### src/rtl/hdlc_rx_pkg.sv
package hdlc_rx_pkg;
   localparam logic [15:0] CRC_PRESET = 16'hFFFF;
   localparam logic [15:0] CRC_GOOD   = 16'hF0B8;
   localparam logic [15:0] CRC_POLY_R = 16'h8408;
   localparam int          STUFF_ONES = 5;
   localparam int          FLAG_ONES  = 6;
   localparam int          IDLE_ONES  = 15;
   localparam int          MIN_BYTES  = 3;

   // one bit of the reflected CCITT CRC
   function automatic logic [15:0] crc_next(input logic [15:0] c, input logic b);
      logic [15:0] s;
      s = c >> 1;
      if (c[0] ^ b) s = s ^ CRC_POLY_R;
      return s;
   endfunction

   // leftover bit count to the 2-bit residue code
   function automatic logic [1:0] residue_code(input logic [2:0] n);
      return (n > 3'd3) ? 2'd3 : n[1:0];
   endfunction
endpackage

### src/rtl/hdlc_rx_front.sv
module hdlc_rx_front
   import hdlc_rx_pkg::*;
(
   input  logic clk,
   input  logic rst_n,
   input  logic bit_en,
   input  logic bit_in,
   output logic dat_vld,
   output logic dat_bit,
   output logic flag_seen,
   output logic abort_seen,
   output logic line_idle
);
   localparam int DLY = FLAG_ONES + 1;
   localparam int OW  = $clog2(IDLE_ONES + 1);
   localparam int FW  = $clog2(DLY + 1);

   logic [OW-1:0]  ones_q;
   logic [DLY-1:0] dly_q;
   logic [FW-1:0]  fill_q;
   logic           stuffed;
   logic           keep;

   always_comb begin
      flag_seen  = bit_en && !bit_in && (ones_q == OW'(FLAG_ONES));
      abort_seen = bit_en &&  bit_in && (ones_q == OW'(FLAG_ONES));
      stuffed    = bit_en && !bit_in && (ones_q == OW'(STUFF_ONES));
      keep       = bit_en && !flag_seen && !abort_seen && !stuffed;
      dat_vld    = keep && (fill_q == FW'(DLY));
      dat_bit    = dly_q[0];
      line_idle  = (ones_q == OW'(IDLE_ONES));
   end

   always_ff @(posedge clk) begin
      if (!rst_n) begin
         ones_q <= '0;
         dly_q  <= '0;
         fill_q <= '0;
      end else if (bit_en) begin
         if (!bit_in)                          ones_q <= '0;
         else if (ones_q != OW'(IDLE_ONES))    ones_q <= ones_q + 1'b1;
         if (flag_seen || abort_seen) begin
            fill_q <= '0;
         end else if (keep) begin
            dly_q <= {bit_in, dly_q[DLY-1:1]};
            if (fill_q != FW'(DLY)) fill_q <= fill_q + 1'b1;
         end
      end
   end
endmodule

### src/rtl/hdlc_rx_frame.sv
module hdlc_rx_frame
   import hdlc_rx_pkg::*;
#(
   parameter int CNT_W = 14
) (
   input  logic             clk,
   input  logic             rst_n,
   input  logic             keep_crc,
   input  logic             dat_vld,
   input  logic             dat_bit,
   input  logic             flag_seen,
   input  logic             abort_seen,
   output logic             byte_valid,
   output logic [7:0]       byte_data,
   output logic             push,
   output logic [CNT_W+4:0] push_word
);
   localparam logic [CNT_W-1:0] CNT_MAX = {CNT_W{1'b1}};

   logic             in_frame_q, ovr_q, bv_q;
   logic [7:0]       sh_q, bd_q, hold0_q, hold1_q, new_byte;
   logic [2:0]       nbit_q;
   logic [1:0]       nhold_q;
   logic [CNT_W-1:0] cnt_q;
   logic [15:0]      crc_q;
   logic             take, close_ok;

   always_comb begin
      new_byte  = {dat_bit, sh_q[7:1]};
      take      = dat_vld && in_frame_q;
      close_ok  = in_frame_q && (ovr_q || (cnt_q >= CNT_W'(MIN_BYTES)));
      push      = (flag_seen && close_ok) ||
                  (abort_seen && in_frame_q && (ovr_q || (cnt_q != '0)));
      push_word = flag_seen ?
                  {residue_code(nbit_q), ovr_q, 1'b0, (crc_q != CRC_GOOD), cnt_q} :
                  {2'b00, ovr_q, 1'b1, 1'b0, cnt_q};
   end

   always_ff @(posedge clk) begin
      if (!rst_n) begin
         in_frame_q <= 1'b0;
         ovr_q      <= 1'b0;
         bv_q       <= 1'b0;
         bd_q       <= '0;
         sh_q       <= '0;
         hold0_q    <= '0;
         hold1_q    <= '0;
         nbit_q     <= '0;
         nhold_q    <= '0;
         cnt_q      <= '0;
         crc_q      <= CRC_PRESET;
      end else begin
         bv_q <= 1'b0;
         if (flag_seen) begin
            in_frame_q <= 1'b1;
            nbit_q     <= '0;
            cnt_q      <= '0;
            ovr_q      <= 1'b0;
            crc_q      <= CRC_PRESET;
            nhold_q    <= '0;
         end else if (abort_seen) begin
            in_frame_q <= 1'b0;
            nhold_q    <= '0;
         end else if (take) begin
            crc_q  <= crc_next(crc_q, dat_bit);
            sh_q   <= new_byte;
            nbit_q <= nbit_q + 3'd1;
            if (nbit_q == 3'd7) begin
               if (cnt_q == CNT_MAX) ovr_q <= 1'b1;
               else                  cnt_q <= cnt_q + 1'b1;
               if (keep_crc) begin
                  bv_q <= 1'b1;
                  bd_q <= new_byte;
               end else begin
                  case (nhold_q)
                     2'd0: begin hold0_q <= new_byte; nhold_q <= 2'd1; end
                     2'd1: begin hold1_q <= new_byte; nhold_q <= 2'd2; end
                     default: begin
                        bv_q    <= 1'b1;
                        bd_q    <= hold0_q;
                        hold0_q <= hold1_q;
                        hold1_q <= new_byte;
                     end
                  endcase
               end
            end
         end
      end
   end

   assign byte_valid = bv_q;
   assign byte_data  = bd_q;
endmodule

### src/rtl/hdlc_stat_fifo.sv
module hdlc_stat_fifo #(
   parameter int W     = 19,
   parameter int DEPTH = 10
) (
   input  logic                       clk,
   input  logic                       rst_n,
   input  logic                       push,
   input  logic [W-1:0]               push_word,
   input  logic                       pop,
   output logic                       not_empty,
   output logic [W-1:0]               head,
   output logic                       ovf,
   output logic [$clog2(DEPTH+1)-1:0] level
);
   localparam int AW = $clog2(DEPTH);
   localparam int CW = $clog2(DEPTH + 1);

   logic [W-1:0]  mem_q [DEPTH];
   logic [AW-1:0] wr_q, rd_q, wr_nx, rd_nx;
   logic [CW-1:0] cnt_q;
   logic          full, do_push, do_pop;

   generate
      if ((1 << AW) == DEPTH) begin : g_pow2
         assign wr_nx = wr_q + 1'b1;
         assign rd_nx = rd_q + 1'b1;
      end else begin : g_wrap
         assign wr_nx = (wr_q == AW'(DEPTH - 1)) ? '0 : wr_q + 1'b1;
         assign rd_nx = (rd_q == AW'(DEPTH - 1)) ? '0 : rd_q + 1'b1;
      end
   endgenerate

   assign full    = (cnt_q == CW'(DEPTH));
   assign do_push = push && !full;
   assign do_pop  = pop && (cnt_q != '0);

   always_ff @(posedge clk) begin
      if (do_push) mem_q[wr_q] <= push_word;
   end

   always_ff @(posedge clk) begin
      if (!rst_n) begin
         wr_q  <= '0;
         rd_q  <= '0;
         cnt_q <= '0;
         ovf   <= 1'b0;
      end else begin
         if (do_push) wr_q <= wr_nx;
         if (do_pop)  rd_q <= rd_nx;
         case ({do_push, do_pop})
            2'b10:   cnt_q <= cnt_q + 1'b1;
            2'b01:   cnt_q <= cnt_q - 1'b1;
            default: cnt_q <= cnt_q;
         endcase
         if (push && full) ovf <= 1'b1;
      end
   end

   assign not_empty = (cnt_q != '0);
   assign head      = mem_q[rd_q];
   assign level     = cnt_q;
endmodule

### src/rtl/hdlc_frame_rx.sv
module hdlc_frame_rx #(
   parameter int CNT_W = 14,
   parameter int DEPTH = 10
) (
   input  logic             clk,
   input  logic             rst_n,
   input  logic             bit_en,
   input  logic             bit_in,
   input  logic             keep_crc,
   output logic             byte_valid,
   output logic [7:0]       byte_data,
   output logic             line_idle,
   output logic             stat_valid,
   input  logic             stat_pop,
   output logic [CNT_W+4:0] stat_word,
   output logic             stat_ovf
);
   localparam int SW    = CNT_W + 5;
   localparam int LVL_W = $clog2(DEPTH + 1);

   generate
      if (CNT_W < 3) begin : g_bad_cnt
         $error("CNT_W must be at least 3");
      end
      if (DEPTH < 2) begin : g_bad_depth
         $error("DEPTH must be at least 2");
      end
   endgenerate

   logic             dat_vld, dat_bit, flag_seen, abort_seen, push;
   logic [SW-1:0]    push_word;
   logic [LVL_W-1:0] fifo_level;

   hdlc_rx_front u_front (
      .clk(clk), .rst_n(rst_n), .bit_en(bit_en), .bit_in(bit_in),
      .dat_vld(dat_vld), .dat_bit(dat_bit), .flag_seen(flag_seen),
      .abort_seen(abort_seen), .line_idle(line_idle)
   );

   hdlc_rx_frame #(.CNT_W(CNT_W)) u_frame (
      .clk(clk), .rst_n(rst_n), .keep_crc(keep_crc),
      .dat_vld(dat_vld), .dat_bit(dat_bit), .flag_seen(flag_seen),
      .abort_seen(abort_seen), .byte_valid(byte_valid), .byte_data(byte_data),
      .push(push), .push_word(push_word)
   );

   hdlc_stat_fifo #(.W(SW), .DEPTH(DEPTH)) u_fifo (
      .clk(clk), .rst_n(rst_n), .push(push), .push_word(push_word),
      .pop(stat_pop), .not_empty(stat_valid), .head(stat_word),
      .ovf(stat_ovf), .level(fifo_level)
   );
endmodule

### config.mk
export PLATFORM = sky130hd
export DESIGN_NAME = hdlc_frame_rx
export DESIGN_NICKNAME = d
export VERILOG_FILES = /design/src/rtl/hdlc_rx_pkg.sv /design/src/rtl/hdlc_rx_front.sv /design/src/rtl/hdlc_rx_frame.sv /design/src/rtl/hdlc_stat_fifo.sv /design/src/rtl/hdlc_frame_rx.sv
export SDC_FILE = /design/constraint.sdc
export NUM_CORES = 1
export LEC_CHECK = 0
export BUFFER_PORTS_ARGS = -buffer_cell sky130_fd_sc_hd__buf_2
export CORE_MARGIN = 2
export CORE_UTILIZATION = 55
export CTS_CLUSTER_SIZE = 16
export DETAILED_ROUTE_END_ITERATION = 16
export PLACE_DENSITY = 0.75
export SLEW_MARGIN = 15
export SYNTH_ARGS = -nofsm -noshare
export SYNTH_HDL_FRONTEND = slang
export SYNTH_SLANG_ARGS = --single-unit
### constraint.sdc
create_clock -name clk -period 3.6 [get_ports clk]
set_input_delay 0.54 -clock clk [delete_from_list [all_inputs] [get_ports clk]]
set_output_delay 0.54 -clock clk [all_outputs]
set_load 0.02 [all_outputs]
# ---- After elaboration in Yosys (flattened, before gate mapping)
# Memory sizes are Yosys's and may differ from the RTL's. A register that Yosys moved wholly into a read port is not among the register bits.
# Index checks and enable logic that the tools add are counted.
dict set report word_totals {
  register_bits 97
  in_bits 6
  mem_count 1
  out_inout_bits 31
  elab_cells 130
  ram_bits 190
}
dict set report op_classes {
  mux 23
  reduce_logical 49
  eq_ne 17
  order_cmp 2
  add_sub_neg 8
  n_bitwise 12
}
# name words word_bits rd rd_ports_with_merged_regs write_ports line
set mem_list {}
lappend mem_list {u_fifo.mem_q 10 19 1 1 1 hdlc_stat_fifo.sv:18} ;# logic [W-1:0] mem_q [DEPTH];
# cell count
set op_table {}
lappend op_table {{4-bit 2-to-1 mux} 6}
lappend op_table {{19-bit 2-to-1 mux} 1}
lappend op_table {{1-bit logical AND} 17}
lappend op_table {{4-bit by 1-bit adder with 4-bit output (second input constant)} 4}
lappend op_table {{4-bit == test (second input constant)} 4}
lappend op_table {{16-bit 2-to-1 mux} 1}
lappend op_table {{8-bit 2-to-1 mux} 2}
lappend op_table {{16-bit != test (second input constant)} 1}
lappend op_table {{8-bit case mux with 2 select lines} 1}
lappend op_table {{14-bit by 1-bit adder with 14-bit output (second input constant)} 1}
lappend op_table {{14-bit == test (second input constant)} 1}
lappend op_table {{14-bit by 2-bit >= comparator with 1-bit output (second input constant)} 1}
lappend op_table {{14-bit nonzero test} 1}
lappend op_table {{4-bit AND reduction} 3}
lappend op_table {{6-bit AND reduction} 2}
lappend op_table {{1-bit inverter} 10}
lappend op_table {{2-bit nonzero test} 5}
lappend op_table {{3-bit 2-to-1 mux} 3}
lappend op_table {{3-bit AND reduction} 3}
lappend op_table {{4-bit by 3-bit == test with 1-bit output (second input constant)} 2}
lappend op_table {{4-bit case mux with 2 select lines} 1}
lappend op_table {{3-bit by 1-bit adder with 3-bit output (second input constant)} 2}
lappend op_table {{3-bit == test (second input constant)} 2}
lappend op_table {{1-bit 2-to-1 mux} 6}
lappend op_table {{20 further kinds} 31}

# ---- Logic depth before layout (Yosys ltp)
dict set report depth {
  word_depth 11
  mapped_depth 12
  ltp_nobuf 12
}

# ---- Modules after synthesis
# Synthesis repeated with hierarchy kept, for this count alone.
dict set report hier_totals {
  cells_unflattened 873
  area_unflattened_um2 11989.0
}
# mod instances seq_area_each_um2 area_per_inst_um2 cells_per_inst
set modules_own_cells {}
lappend modules_own_cells {hdlc_stat_fifo 1 6045.8 8074.0 422}
lappend modules_own_cells {hdlc_rx_frame 1 1381.3 3165.5 367}
lappend modules_own_cells {hdlc_rx_front 1 280.3 749.5 84}

# ---- Worst setup path after synthesis
# OpenSTA, ideal clock, no wires.
dict set report synth_path {
  kind {register to register}
  from {reg u_frame.cnt_q[0]}
  to {mem u_fifo.mem_q[4][0] (enable)}
  arrival_ns 3.441
  setup_ns 0.450
  period_less_slack_ns 3.891
  required_time_ns 3.150
  n_path_buf 0
  stages_incl_launch_ff 6
  path_slack_ns -0.291
  cell_sequence {dfxtp_1 > inv_1 > ha_1 > a21oi_1 > o211ai_2 > nor4b_1}
}
dict set report synth_between {
  elab_chain_cells 8
  word_cells_on_any_way 11
  cone_classes {order compare: 1; mux: 2; reduce/logical: 8}
}
# element line
set synth_lines {}
lappend synth_lines {{from (decl)} hdlc_rx_frame.sv:24} ;# logic [CNT_W-1:0] cnt_q;
lappend synth_lines {{from (signal assigned)} hdlc_rx_frame.sv:70} ;# else cnt_q <= cnt_q + 1'b1;
lappend synth_lines {{14-bit by 2-bit >= comparator with 1-bit output} hdlc_rx_frame.sv:31} ;# close_ok = in_frame_q && (ovr_q || (cnt_q >= CNT_W'(MIN_BYTES)));
lappend synth_lines {{1-bit logical OR} hdlc_rx_frame.sv:31}
lappend synth_lines {{1-bit logical AND} hdlc_rx_frame.sv:31}
lappend synth_lines {{1-bit logical AND} hdlc_rx_frame.sv:32} ;# push = (flag_seen && close_ok) ||
lappend synth_lines {{1-bit logical OR *} hdlc_rx_frame.sv:32}
lappend synth_lines {{1-bit logical AND *} hdlc_stat_fifo.sv:34} ;# assign do_push = push && !full;
lappend synth_lines {{1-bit 2-to-1 mux *} hdlc_stat_fifo.sv:38} ;# if (do_push) mem_q[wr_q] <= push_word;
lappend synth_lines {{1-bit 2-to-1 mux (not written as such) *} hdlc_stat_fifo.sv:38}
lappend synth_lines {{to (decl)} hdlc_stat_fifo.sv:18}
# Mark *: on every way between the ends. The rest lies on a longest branch, timed or not.

# ---- Worst setup path after layout
dict set report layout_path {
  from {reg u_frame.cnt_q[13]}
  to {reg u_fifo.cnt_q[2], in the netlist u_fifo.level[2]}
}
dict set report layout_between {
  elab_chain_cells 8
  word_cells_on_any_way 13
  cone_classes {order compare: 1; eq/ne: 2; mux: 1; reduce/logical: 9}
}
# element line
set layout_lines {}
lappend layout_lines {{14-bit by 2-bit >= comparator with 1-bit output} hdlc_rx_frame.sv:31}
lappend layout_lines {{1-bit logical OR} hdlc_rx_frame.sv:31}
lappend layout_lines {{1-bit logical AND} hdlc_rx_frame.sv:31}
lappend layout_lines {{1-bit logical AND} hdlc_rx_frame.sv:32}
lappend layout_lines {{1-bit logical OR *} hdlc_rx_frame.sv:32}
lappend layout_lines {{1-bit logical AND *} hdlc_stat_fifo.sv:34}
lappend layout_lines {{2-bit by 1-bit == test with 1-bit output or 2-bit == test (tied branches)} hdlc_stat_fifo.sv:50} ;# case ({do_push, do_pop})
lappend layout_lines {{4-bit case mux with 2 select lines or 2-bit nonzero test (tied branches)} -}
lappend layout_lines {{to (signal assigned)} hdlc_stat_fifo.sv:51} ;# 2'b10: cnt_q <= cnt_q + 1'b1;
lappend layout_lines {{to (signal assigned)} hdlc_stat_fifo.sv:52} ;# 2'b01: cnt_q <= cnt_q - 1'b1;
lappend layout_lines {{to (signal assigned)} hdlc_stat_fifo.sv:53} ;# default: cnt_q <= cnt_q;
lappend layout_lines {{to (decl)} hdlc_stat_fifo.sv:20} ;# logic [CW-1:0] cnt_q;
# Marked as above.
# A chain may end at the register's enable or synchronous reset.

==> impl_metrics.env <==
export IMPL_synth_common_cells="190 x edfxtp_1, 100 x dfxtp_1, 99 x nand2_1"
export IMPL_cts_hold_buf=0
export IMPL_startpoint_type="register"
export IMPL_syn_to_final_growth_pct=12.2
export IMPL_wl_per_cell_um=19.2
export IMPL_grt_pass1_wl_um=37300
export IMPL_crit_arrival_ps=3700
export IMPL_grt_busiest_layer="met2"
export IMPL_cts_buffers=29
export IMPL_dpl_hpwl_um=13700
export IMPL_gr_usage_met3=0.0271
export IMPL_grt_ovfl_total=0
export IMPL_path_clk_slew_ps=70
export IMPL_die_height_um=151
export IMPL_yosysUniqueCellTypes=61
export IMPL_ys_flop_type="edfxtp_1"
export IMPL_endpoint_kind="register"
export IMPL_synth_fp_nets=894
export IMPL_grt_start_max_net_pins=67
export IMPL_initial_core_util=0.564
export IMPL_met2_usage=0.346
export IMPL_h_tree_depth=1
export IMPL_cts_tree="built"
export IMPL_nNetsFinal=931
export IMPL_synth_top_area_share=0.478
export IMPL_outcome="completed"
export IMPL_clockBufferDepth=3
export IMPL_holdCritPathClass="input pin to register"
export IMPL_avgSynthCellArea_um2=13.6
export IMPL_die_area_um2=22900
export IMPL_hold_ws_ps=296
export IMPL_antenna_found_initial=0
export IMPL_core_area_um2=21200
export IMPL_synth_top_cell_by_area="edfxtp_1"
export IMPL_route_detailed_drc=0
export IMPL_hold_violations=0
export IMPL_dp_cells=1156
export IMPL_cts_resized=0
export IMPL_ys_seq_area_frac=0.646
export IMPL_gr_usage_all_layers=0.209
export IMPL_synth_cell_area_um2=11900
export IMPL_leakage_nw=5.13
export IMPL_port_buffers=36
export IMPL_dp_slack_ps=414
export IMPL_worstPathMaxFanout=14
export IMPL_antenna_cells=0
export IMPL_cts_setup_buffers=0
export IMPL_postRouteWirelength_um=23200
export IMPL_via_per_inst=5.94
export IMPL_synth_edf_count=190
export IMPL_min_period_ps=3230
export IMPL_fin_crit_sh=0.897
export IMPL_required_ps=4070
export IMPL_cts_root_buf="clkbuf_16"
export IMPL_ios=37
export IMPL_drtIter0Drc=503
export IMPL_final_setup_viol_count=0
export IMPL_ir_worst_vdd_v=0.000396
export IMPL_report_final_slew_viol_count=0
export IMPL_dieWidth_um=151
export IMPL_fin_util=0.633
export IMPL_numClockSinks=290
export IMPL_vias=7182
export IMPL_yosysMostFrequentCell="edfxtp_1"
export IMPL_synth_seq_cells=290
export IMPL_final_cells=1210
export IMPL_clk_latency_ps=550
export IMPL_max_freq_mhz=310
export IMPL_drv_cap=0
export IMPL_rows=53
export IMPL_p_per_area_nw_per_um2=484
export IMPL_yosys_top_cells_area="edfxtp_1 48%, dfxtp_1 17%, mux4_2 7.2%, nand2_1 3.1%, mux2i_1 2.6%"
export IMPL_syn_instance_count=875
export IMPL_synth_warnings=0
export IMPL_synthArstFlopShare=0
export IMPL_gp_congestion=0.776
export IMPL_timing_final_ws_setup_ps=371
export IMPL_crit_type="register to register"
export IMPL_grt_pass1_vias=6834
export IMPL_dr_pass1_iters=5
export IMPL_fin_worst_skew_ps=11.9
export IMPL_grtUsageMet1=0.293
export IMPL_drive_above_1_share=0.172
export IMPL_tightest_slew_ps=915
export IMPL_antenna_left=0
export IMPL_rsz0062_at_grt="false"
export IMPL_maxSlewHeadroom=0.390
==> power by group <==
group / switching [mW] / internal (mW) / total [mW]
Sequential: 0.00370 / 3.51 / 3.51
Combinational: 0.0380 / 0.0170 / 0.0551
Clock: 1.22 / 1.69 / 2.91
==> cells by family (layout without fill, tap and decap cells) <==
group | Yosys count | count (layout) | synth area share
AO/OA/AOI/OAI | 151 | 151 | 0.0857
XOR/XNOR | 14 | 14 | 0.0103
adder cells (fa/ha/maj) | 13 | 13 | 0.0136
buffers and inverters | 64 | 124 | 0.0247
flip-flops | 290 | 290 | 0.646
multiplexers | 69 | 69 | 0.0978
AND/OR/NAND/NOR | 274 | 274 | 0.122
==> placed cells by master (no fill, tap or decap), drive strengths merged, types with 30 or more instances in the layout <==
cell type and n:
edfxtp 190, mux4 38, dfxtp 100, o21ai 30
nand3 47, buf 57, mux2i 31, clkbuf 42
nand2 99, a21oi 41
==> state kept, by name (all words and copies together), names as in the netlist, 7 cells and up, named ones only <==
name               count
u_fifo.mem_q         190
u_frame.crc_q         16
u_frame.cnt_q         14
u_frame.byte_data      8
u_frame.hold0_q        8
u_frame.hold1_q        8
u_frame.sh_q           7
u_front.dly_q          7
==> stage by stage <==
step | power, mW | TNS [ps] | cell area, um^2
after floorplan | 3.63 | -10710 | 11900
after global placement | 3.64 | 0 | 12400
after detailed placement | 3.64 | 0 | 12400
after CTS | 6.53 | 0 | 13400
after global routing | 6.65 | 0 | 13400
final | 6.47 | 0 | 13400
==> worst max-delay path: stages (launching register included) <==
cell      delay [ps]
dfxtp_1          460
nor4_1           400
nand4_1          310
o211ai_2         620
ha_1             360
xor2_1           170
ha_1             160
a21oi_1           40
xor2_1           160
or3_1            300
a21boi_0         160
==> cell type report <==
cell class / count / area [um^2]
Fill cell: 1561 / 7770
Inverter: 13 / 48.8
Clock inverter: 12 / 109
Sequential cell: 290 / 7710
Tap cell: 275 / 344
Timing Repair Buffer: 57 / 350
Multi-Input combinational cell: 521 / 3980
Clock buffer: 42 / 835
==> routing by layer <==
layer / vias up / wire length [um]
li1: 3407 / -
met1: 3528 / 10300
met2: 204 / 11100
met3: 43 / 1210
met4: 0 / 639
met5: - / 0
==> final timing paths <==
check | endpoint | cells after the start | slack (ps) | start
setup / recovery | u_fifo.level[2] | 10 | 370 | u_frame.cnt_q[13]
hold / removal | u_frame.sh_q[7] | 2 | 300 | rst_n
setup reg to reg | u_fifo.level[2] | 10 | 370 | u_frame.cnt_q[13]
hold reg to reg | u_front.dly_q[1] | 2 | 470 | u_front.dly_q[1]
No activity file was read; power rests on OpenSTA's default activity.
